==> config.mk <==
export PLATFORM = sky130hd
export DESIGN_NAME = spi_regport_slave
export DESIGN_NICKNAME = d
export VERILOG_FILES = /design/src/rtl/spi_regport_pkg.sv /design/src/rtl/spi_sync_chain.sv /design/src/rtl/spi_frame_rx.sv /design/src/rtl/spi_tx_shift.sv /design/src/rtl/spi_regport_slave.sv
export SDC_FILE = /design/constraint.sdc
export NUM_CORES = 1
export LEC_CHECK = 0
export ABC_AREA = 1
export BUFFER_PORTS_ARGS = -buffer_cell sky130_fd_sc_hd__buf_2
export CORE_UTILIZATION = 50
export DETAILED_ROUTE_END_ITERATION = 10
export PLACE_DENSITY = 0.78
export SYNTH_ARGS = -nofsm -noshare
export SYNTH_HDL_FRONTEND = slang
export SYNTH_SLANG_ARGS = --single-unit
export TNS_END_PERCENT = 100
==> constraint.sdc <==
create_clock -name clk -period 3.31 [get_ports clk]
set_input_delay 0.4965 -clock clk [delete_from_list [all_inputs] [get_ports clk]]
set_output_delay 0.4965 -clock clk [all_outputs]
set_load 0.02 [all_outputs]
==> src/rtl/spi_regport_pkg.sv <==
package spi_regport_pkg;

  localparam int CMD_BITS  = 8;
  localparam int ADDR_BITS = 6;

  // Command byte decode: bit 7 selects read, bit 6 is ignored.
  function automatic logic cmd_is_read(input logic [CMD_BITS-1:0] cmd);
    return cmd[7];
  endfunction

  function automatic logic [ADDR_BITS-1:0] cmd_addr(input logic [CMD_BITS-1:0] cmd);
    return cmd[ADDR_BITS-1:0];
  endfunction

  // True while the bit index belongs to the read data window.
  function automatic logic in_data_window(input logic rd, input int cnt, input int frame_bits);
    return rd && (cnt >= CMD_BITS) && (cnt < frame_bits);
  endfunction

endpackage

==> src/rtl/spi_sync_chain.sv <==
module spi_sync_chain #(
  parameter int   STAGES = 2,
  parameter logic INIT   = 1'b0
) (
  input  logic clk,
  input  logic rst_n,
  input  logic din,
  output logic dout
);
  logic [STAGES-1:0] chain_q;

  always_ff @(posedge clk or negedge rst_n) begin
    if (!rst_n) chain_q <= {STAGES{INIT}};
    else        chain_q <= {chain_q[STAGES-2:0], din};
  end

  assign dout = chain_q[STAGES-1];
endmodule

==> src/rtl/spi_frame_rx.sv <==
module spi_frame_rx
  import spi_regport_pkg::*;
#(
  parameter int DATA_W     = 16,
  parameter int FRAME_BITS = CMD_BITS + DATA_W,
  parameter int CNT_W      = $clog2(FRAME_BITS + 1)
) (
  input  logic                 clk,
  input  logic                 rst_n,
  input  logic                 cs_act,
  input  logic                 sck_rise,
  input  logic                 mosi_s,
  output logic [CNT_W-1:0]     bit_cnt,
  output logic                 is_read,
  output logic [ADDR_BITS-1:0] addr_q,
  output logic [DATA_W-1:0]    wdata_q,
  output logic                 we_q,
  output logic                 re_q
);
  logic [DATA_W-1:0] shreg;
  logic [DATA_W-1:0] shreg_next;
  logic              take_bit;
  logic              cmd_done;
  logic              frame_done;

  assign shreg_next = {shreg[DATA_W-2:0], mosi_s};
  assign take_bit   = cs_act && sck_rise && (bit_cnt < CNT_W'(FRAME_BITS));
  assign cmd_done   = take_bit && (bit_cnt == CNT_W'(CMD_BITS - 1));
  assign frame_done = take_bit && (bit_cnt == CNT_W'(FRAME_BITS - 1));

  always_ff @(posedge clk or negedge rst_n) begin
    if (!rst_n) begin
      bit_cnt <= '0;
      is_read <= 1'b0;
      addr_q  <= '0;
      wdata_q <= '0;
      shreg   <= '0;
      we_q    <= 1'b0;
      re_q    <= 1'b0;
    end else begin
      we_q <= 1'b0;
      re_q <= 1'b0;
      if (!cs_act) begin
        bit_cnt <= '0;
        is_read <= 1'b0;
      end else if (take_bit) begin
        shreg   <= shreg_next;
        bit_cnt <= bit_cnt + 1'b1;
        if (cmd_done) begin
          addr_q  <= cmd_addr(shreg_next[CMD_BITS-1:0]);
          is_read <= cmd_is_read(shreg_next[CMD_BITS-1:0]);
          re_q    <= cmd_is_read(shreg_next[CMD_BITS-1:0]);
        end
        if (frame_done && !is_read) begin
          we_q    <= 1'b1;
          wdata_q <= shreg_next;
        end
      end
    end
  end
endmodule

==> src/rtl/spi_tx_shift.sv <==
module spi_tx_shift #(
  parameter int DATA_W = 16
) (
  input  logic              clk,
  input  logic              rst_n,
  input  logic              cs_act,
  input  logic              load,
  input  logic [DATA_W-1:0] load_data,
  input  logic              sck_fall,
  input  logic              shift_en,
  output logic              miso_bit
);
  logic [DATA_W-1:0] tx_q;

  always_ff @(posedge clk or negedge rst_n) begin
    if (!rst_n) begin
      tx_q     <= '0;
      miso_bit <= 1'b0;
    end else if (!cs_act) begin
      tx_q     <= '0;
      miso_bit <= 1'b0;
    end else begin
      if (load) tx_q <= load_data;
      if (sck_fall) begin
        if (shift_en) begin
          miso_bit <= tx_q[DATA_W-1];
          tx_q     <= {tx_q[DATA_W-2:0], 1'b0};
        end else begin
          miso_bit <= 1'b0;
        end
      end
    end
  end
endmodule

==> src/rtl/spi_regport_slave.sv <==
module spi_regport_slave
  import spi_regport_pkg::*;
#(
  parameter int DATA_W      = 16,
  parameter int SYNC_STAGES = 2
) (
  input  logic                 clk,
  input  logic                 rst_n,
  input  logic                 spi_sck_i,
  input  logic                 spi_mosi_i,
  input  logic                 spi_csn_i,
  output logic                 spi_miso_o,
  output logic                 spi_miso_oe_o,
  input  logic                 miso_float_en_i,
  output logic [ADDR_BITS-1:0] reg_addr_o,
  output logic [DATA_W-1:0]    reg_wdata_o,
  output logic                 reg_we_o,
  output logic                 reg_re_o,
  input  logic [DATA_W-1:0]    reg_rdata_i
);
  localparam int FRAME_BITS = CMD_BITS + DATA_W;
  localparam int CNT_W      = $clog2(FRAME_BITS + 1);
  localparam int N_SYNC     = 3;
  localparam logic [N_SYNC-1:0] SYNC_INIT = 3'b100; // csn idles high

  logic [N_SYNC-1:0] raw_in;
  logic [N_SYNC-1:0] sync_lvl;
  assign raw_in = {spi_csn_i, spi_mosi_i, spi_sck_i};

  for (genvar g = 0; g < N_SYNC; g++) begin : g_sync
    spi_sync_chain #(
      .STAGES(SYNC_STAGES),
      .INIT  (SYNC_INIT[g])
    ) u_sync (
      .clk  (clk),
      .rst_n(rst_n),
      .din  (raw_in[g]),
      .dout (sync_lvl[g])
    );
  end

  // Named internal events, also used by the checker.
  logic sck_s, mosi_s, cs_act;
  logic sck_prev;
  logic sck_rise, sck_fall;
  assign sck_s  = sync_lvl[0];
  assign mosi_s = sync_lvl[1];
  assign cs_act = ~sync_lvl[2];

  always_ff @(posedge clk or negedge rst_n) begin
    if (!rst_n) sck_prev <= 1'b0;
    else        sck_prev <= sck_s;
  end
  assign sck_rise = sck_s & ~sck_prev;
  assign sck_fall = ~sck_s & sck_prev;

  logic [CNT_W-1:0] bit_cnt;
  logic             is_read;
  logic             shift_en;
  logic             miso_bit;

  spi_frame_rx #(
    .DATA_W    (DATA_W),
    .FRAME_BITS(FRAME_BITS),
    .CNT_W     (CNT_W)
  ) u_rx (
    .clk     (clk),
    .rst_n   (rst_n),
    .cs_act  (cs_act),
    .sck_rise(sck_rise),
    .mosi_s  (mosi_s),
    .bit_cnt (bit_cnt),
    .is_read (is_read),
    .addr_q  (reg_addr_o),
    .wdata_q (reg_wdata_o),
    .we_q    (reg_we_o),
    .re_q    (reg_re_o)
  );

  assign shift_en = in_data_window(is_read, int'(bit_cnt), FRAME_BITS);

  spi_tx_shift #(.DATA_W(DATA_W)) u_tx (
    .clk      (clk),
    .rst_n    (rst_n),
    .cs_act   (cs_act),
    .load     (reg_re_o),
    .load_data(reg_rdata_i),
    .sck_fall (sck_fall),
    .shift_en (shift_en),
    .miso_bit (miso_bit)
  );

  assign spi_miso_o    = cs_act & miso_bit;
  assign spi_miso_oe_o = cs_act | ~miso_float_en_i;
endmodule

Word level (Yosys, flattened, before mapping):

Cells that the tools add are included.

* shifts and indexed selects: 0
* $add $sub $neg: 1
* reduce and logical (&&, ||, !) cells: 15
* bitwise operators: 8
* div/mod/pow operators: 0
* magnitude comparators: 3
* $mul: 0
* equality and inequality tests: 2
* muxes and demuxes: 18

Operator list (number)
* 16-bit 2-to-1 mux: 4
* 1-bit 2-to-1 mux: 12
* 5-bit < comparator (second input constant): 2
* 5-bit 2-to-1 mux: 2
* 1-bit logical AND: 7
* 3-bit AND reduction: 2
* 2-bit nonzero test: 3
* 5-bit by 1-bit adder with 5-bit output (second input constant): 1
* 5-bit by 3-bit equality test with 1-bit output (second input constant): 1
* 5-bit equality test (second input constant): 1
* 5-bit by 4-bit >= comparator with 1-bit output (second input constant): 1
* 1-bit inverter: 4
* 2-bit AND reduction: 2
* 1-bit bitwise AND: 3
* 1-bit zero test: 1
* 1-bit bitwise OR: 1

* flip-flop bits (word level): 69
* RAM bits: 0
* memories: 0
* ROM bits: 0
* bits in latches: 0
* bits of input ports: 22
* output and inout bits: 26

Logic depth before layout (Yosys ltp):

* depth in word-level cells: 9
* gate-level depth with buffers: 9

Cells and area by module:

From an unflattened synthesis, not the netlist that was laid out.

* cell total of the unflattened synthesis: 381
* area, all modules: 3219.3 µm²

Modules (own cells, without submodules)
* spi_frame_rx: seq. area each 1126.1 µm², area each 1970.6 µm², cells each 205, instances 1
* spi_tx_shift: seq. area each 425.4 µm², area each 1026.0 µm², cells each 157, instances 1
* spi_sync_chain at g_sync[0].u_sync ...: seq. area each 50.0 µm², area each 50.0 µm², cells each 2, instances 2
* spi_regport_slave: seq. area each 25.0 µm², area each 70.1 µm², cells each 13, instances 1
* spi_sync_chain at g_sync[2].u_sync: seq. area each 52.6 µm², area each 52.6 µm², cells each 2, instances 1

Worst setup path after synthesis:

Ideal clock, no wire load.

* kind: register to register
* from: register u_rx.bit_cnt[0]
* to: register u_rx.wdata_q[10]
* slack: 1.965 ns
* data arrival time: 1.228 ns
* required time: 3.193 ns
* cell stages (with the launch flop): 10
* library setup time: 0.117 ns
* path buffers: 1
* path through: dfrtp_1 ha_1 nand2_1 clkinv_2 nand2_4 nor2_4 nand2_4 buf_6 nand2_1 nand2_1

* longest elaborated chain between the ends: 5
* elaborated cells on any way between the ends: 6
* those cells by class: 1 x order compare; 1 x eq/ne; 4 x reduce/logical

Ends and longest elaborated chain
* start, declared: line spi_frame_rx.sv:13 `output logic [CNT_W-1:0] bit_cnt,`
* start signal, assigned: line spi_frame_rx.sv:48 `bit_cnt <= bit_cnt + 1'b1;`
* 5-bit < comparator: line spi_frame_rx.sv:27 `assign take_bit = cs_act && sck_rise && (bit_cnt < CNT_W'(FRAME_BITS));`
* 1-bit logical AND: line spi_frame_rx.sv:27
* 1-bit logical AND: line spi_frame_rx.sv:29 `assign frame_done = take_bit && (bit_cnt == CNT_W'(FRAME_BITS - 1));`
* 1-bit logical AND: line spi_frame_rx.sv:54 `if (frame_done && !is_read) begin`
* 3-bit AND reduction (no line) *
* end signal, assigned: line spi_frame_rx.sv:56 `wdata_q <= shreg_next;`
* end, declared: line spi_frame_rx.sv:16 `output logic [DATA_W-1:0] wdata_q,`

Mark *: on every way between the ends. The rest lies on a longest branch, timed or not.
A chain may end at the register's enable or synchronous reset.

Final worst setup path:

* from: register g_sync[2].u_sync.chain_q[1]
* to: output port spi_miso_o

* longest elaborated chain between the ends: 2

Ends and longest elaborated chain
* start, declared: line spi_sync_chain.sv:10 `logic [STAGES-1:0] chain_q;`
* start signal, assigned: line spi_sync_chain.sv:13 `if (!rst_n) chain_q <= {STAGES{INIT}};`
* start signal, assigned: line spi_sync_chain.sv:14 `else chain_q <= {chain_q[STAGES-2:0], din};`
* 1-bit inverter (no line)
* 1-bit bitwise AND: line spi_regport_slave.sv:93 `assign spi_miso_o = cs_act & miso_bit;`
* end, declared: line spi_regport_slave.sv:12 `output logic spi_miso_o,`

No other way between the ends.

==> results.toml <==
[run_status]
status = "finished, final reports clean"

[timing]
report.final.setup_viol = 0
fmax_mhz = 565.4
finClkSkew_ns = 0.006246
max-slew-margin-rel_pct = 43.77
post-route-period-util_pct = 53.44
worst_slack_ns = 1.541
worst_slew_pin_slew_ns = 0.8435
final.setup.tns_ns = 0
final_hold_viol_count = 0
rsz0062_at_grt = "no"
min_period_ns = 1.769
final_max_slew_viol_count = 0

[power_and_ir_drop]
power.leakage_uw = 0.002110
p_int_uw = 1216
p_per_area_nw_per_um2 = 462.3
peakVddDrop_mv = 0.2583
p_sw_uw = 381.1
total_power_uw = 1597
combPwrFrac_pct = 5.1
p_seq_share_pct = 56.5
switching_share_pct = 23.87
pwr-share-clk_pct = 38.4

[final_layout]
diodes = 0
drive_gt1_share_pct = 20.54
final_util_pct = 58.35
multiInputGateArea_um2 = 1076
syn_to_final_growth_pct = 12.05
nFillCells = 546
seq_area_um2 = 1729
final_nets = 422

[floorplanning]
fp.dieW_um = 80.53
die_y_um = 80.53
core_area_um2 = 5921
rows = 28
start_util_pct = 52.07
die_area_um2 = 6484
num_io_pins = 48

[clocking]
clock_latency_ns = 0.34
numCtsBuffers = 9
cts.path.max_buffers = 2
cts_setup_buffers = 0
cts_tree = "yes"
clk_pin_slew_ns = 0.06
holdBufCountCts = 0
cts_resized = 0
htree_levels = 3
cts-root-buf = "clkbuf_8"
cts_sinks = 69

[global_route]
grt_pass1_vias = 2208
antenna_found_initial = 0
grt_pass1_wl_um = 9694
overflow = 0
track_usage_pct = 19.94
grt_max_degree = 70

[yosys]
synth_cell_type_count = 24
netlist.area_leader.share_pct = 54.38
syn-mean-instance-area_um2 = 8.660
syn-num-nets = 379
synth_seq_area_share_pct = 56.09
synth_ff_type = "dfrtp_1"
ys_ff_latch = 69
synth.cell_area_um2 = 3083
synthTopCellsByArea = "dfrtp_1 54%, nand2_1 14%, nor2_1 4.9%"
synth_edf_count = 0
synthArstFlopShare_pct = 100.0
yosysWarnings = 0
syn_inst = 356
synth_top_area_cell = "dfrtp_1"

[route]
dr.pass1.iters = 4
wl_um = 5728
via_per_inst = 4.841
vias = 2319
ant_nets = 0
initialDrtViolationCount = 136
drc = 0
wl_per_cell_um = 11.96

[critical_path]
crit_type = "flop to primary output"
end_kind = "primary output"
critPathRequiredTime_ns = 2.81
cp-start-kind = "flop"
crit_path_max_fanout = 7
worstPathArrival_ns = 1.27

[place]
place_ws_ns = 1.652
port_buffers = 47
gp_congestion = 0.8837
dpl.hpwl_um = 3744

[run]
max_cap_violations = 0

[hold_path]
min_path_type = "input pin to flop"
## state kept, by name, summed over array words and instances (netlist names)
signal / cells
u_tx.miso_bit: 1
g_sync.u_sync.chain_q: 6
u_rx.shreg: 15
u_tx.tx_q: 16
u_rx.addr_q: 6
u_rx.we_q: 1
u_rx.wdata_q: 16
u_rx.re_q: 1
sck_prev: 1
u_rx.bit_cnt: 5
u_rx.is_read: 1
## cell usage after synthesis, types with 2 or more instances
library cell and instances:
nor2_1 40, o21ai_0 9, dfstp_2 2, nand2_1 119, nand2_2 3, a21oi_1 17, buf_6 6, o21ai_2 8
buf_4 5, nand2_4 3, dfrtp_1 67, nand3_1 29, inv_1 34, buf_2 4
## layout make-up
cell class	count	area share, %
clock buffers	15	4.817
clock inverters	1	0.2173
inverters	36	4.020
multi-input cells	235	31.15
flip-flops and latches	69	50.05
well taps	75	2.716
repair buffers	48	7.026
## worst max-delay path: stages, from the launching register on
cell,delay (ns)
dfstp_2,0.66
nor2_1,0.10
buf_2,0.17
## power by group through the flow
stage,combinational [uW],sequential (uW),clock [uW]
floorplan,52.4,908,0
global placement,80.2,916,0
detailed placement,84.0,917,0
CTS,83.7,902,632
global route,94.5,906,660
finish,81.5,903,612
## path summary, 6_finish.rpt
check	startpoint	slack, ns	endpoint	cells after the start
min in group asynchronous	rst_n	0.33	u_tx.tx_q[3]$_DFF_PN0_	2
min reg2reg	g_sync[0].u_sync.chain_q[0]$_DFF_PN0_	0.35	g_sync[0].u_sync.chain_q[1]$_DFF_PN0_	0
max reg2reg	u_rx.bit_cnt[4]$_DFFE_PN0P_	1.67	u_rx.wdata_q[9]$_DFFE_PN0P_	6
max in group asynchronous	rst_n	2.42	u_tx.tx_q[4]$_DFF_PN0_	2
max	g_sync[2].u_sync.chain_q[1]$_DFF_PN1_	1.54	spi_miso_o	2
min	spi_csn_i	0.25	g_sync[2].u_sync.chain_q[0]$_DFF_PN1_	1
## metal layers
metal	wire (um)	track usage, %	vias to the layer above
met1	2621	24.80	1080
met5	0	0	-
met4	93	8.571	0
met3	240	4.432	9
met2	2772	33.22	48
li1	-	-	1182
## cell usage in the layout (no fill, tap or decap), drive strengths merged, types with 2 or more instances in the layout
master / count
a21oi: 17
buf: 48
clkbuf: 15
dfrtp: 67
dfstp: 2
inv: 35
nand2: 125
nand3: 30
nor2: 43
o21ai: 17
## per-stage QoR
stage | area, um^2 | hold WS [ns] | cells
after detailed placement | 3281 | 0.3385 | 463
final | 3455 | 0.2528 | 479
after global routing | 3455 | 0.2387 | 479
after floorplan | 3083 | 0.2009 | 356
after global placement | 3281 | 0.3351 | 463
after CTS | 3455 | 0.2327 | 479
## cells by family (layout without fill, tap and decap cells)
group,after synthesis,count (layout),synth area share [%]
and+or+nand+nor,200,200,28.00
DFF,69,69,56.09
buffers and inverters,52,100,9.010
AOI/OAI and AO/OA,34,34,6.493
adders and majority gates,1,1,0.4058
Power figures use the tool's default switching activity.
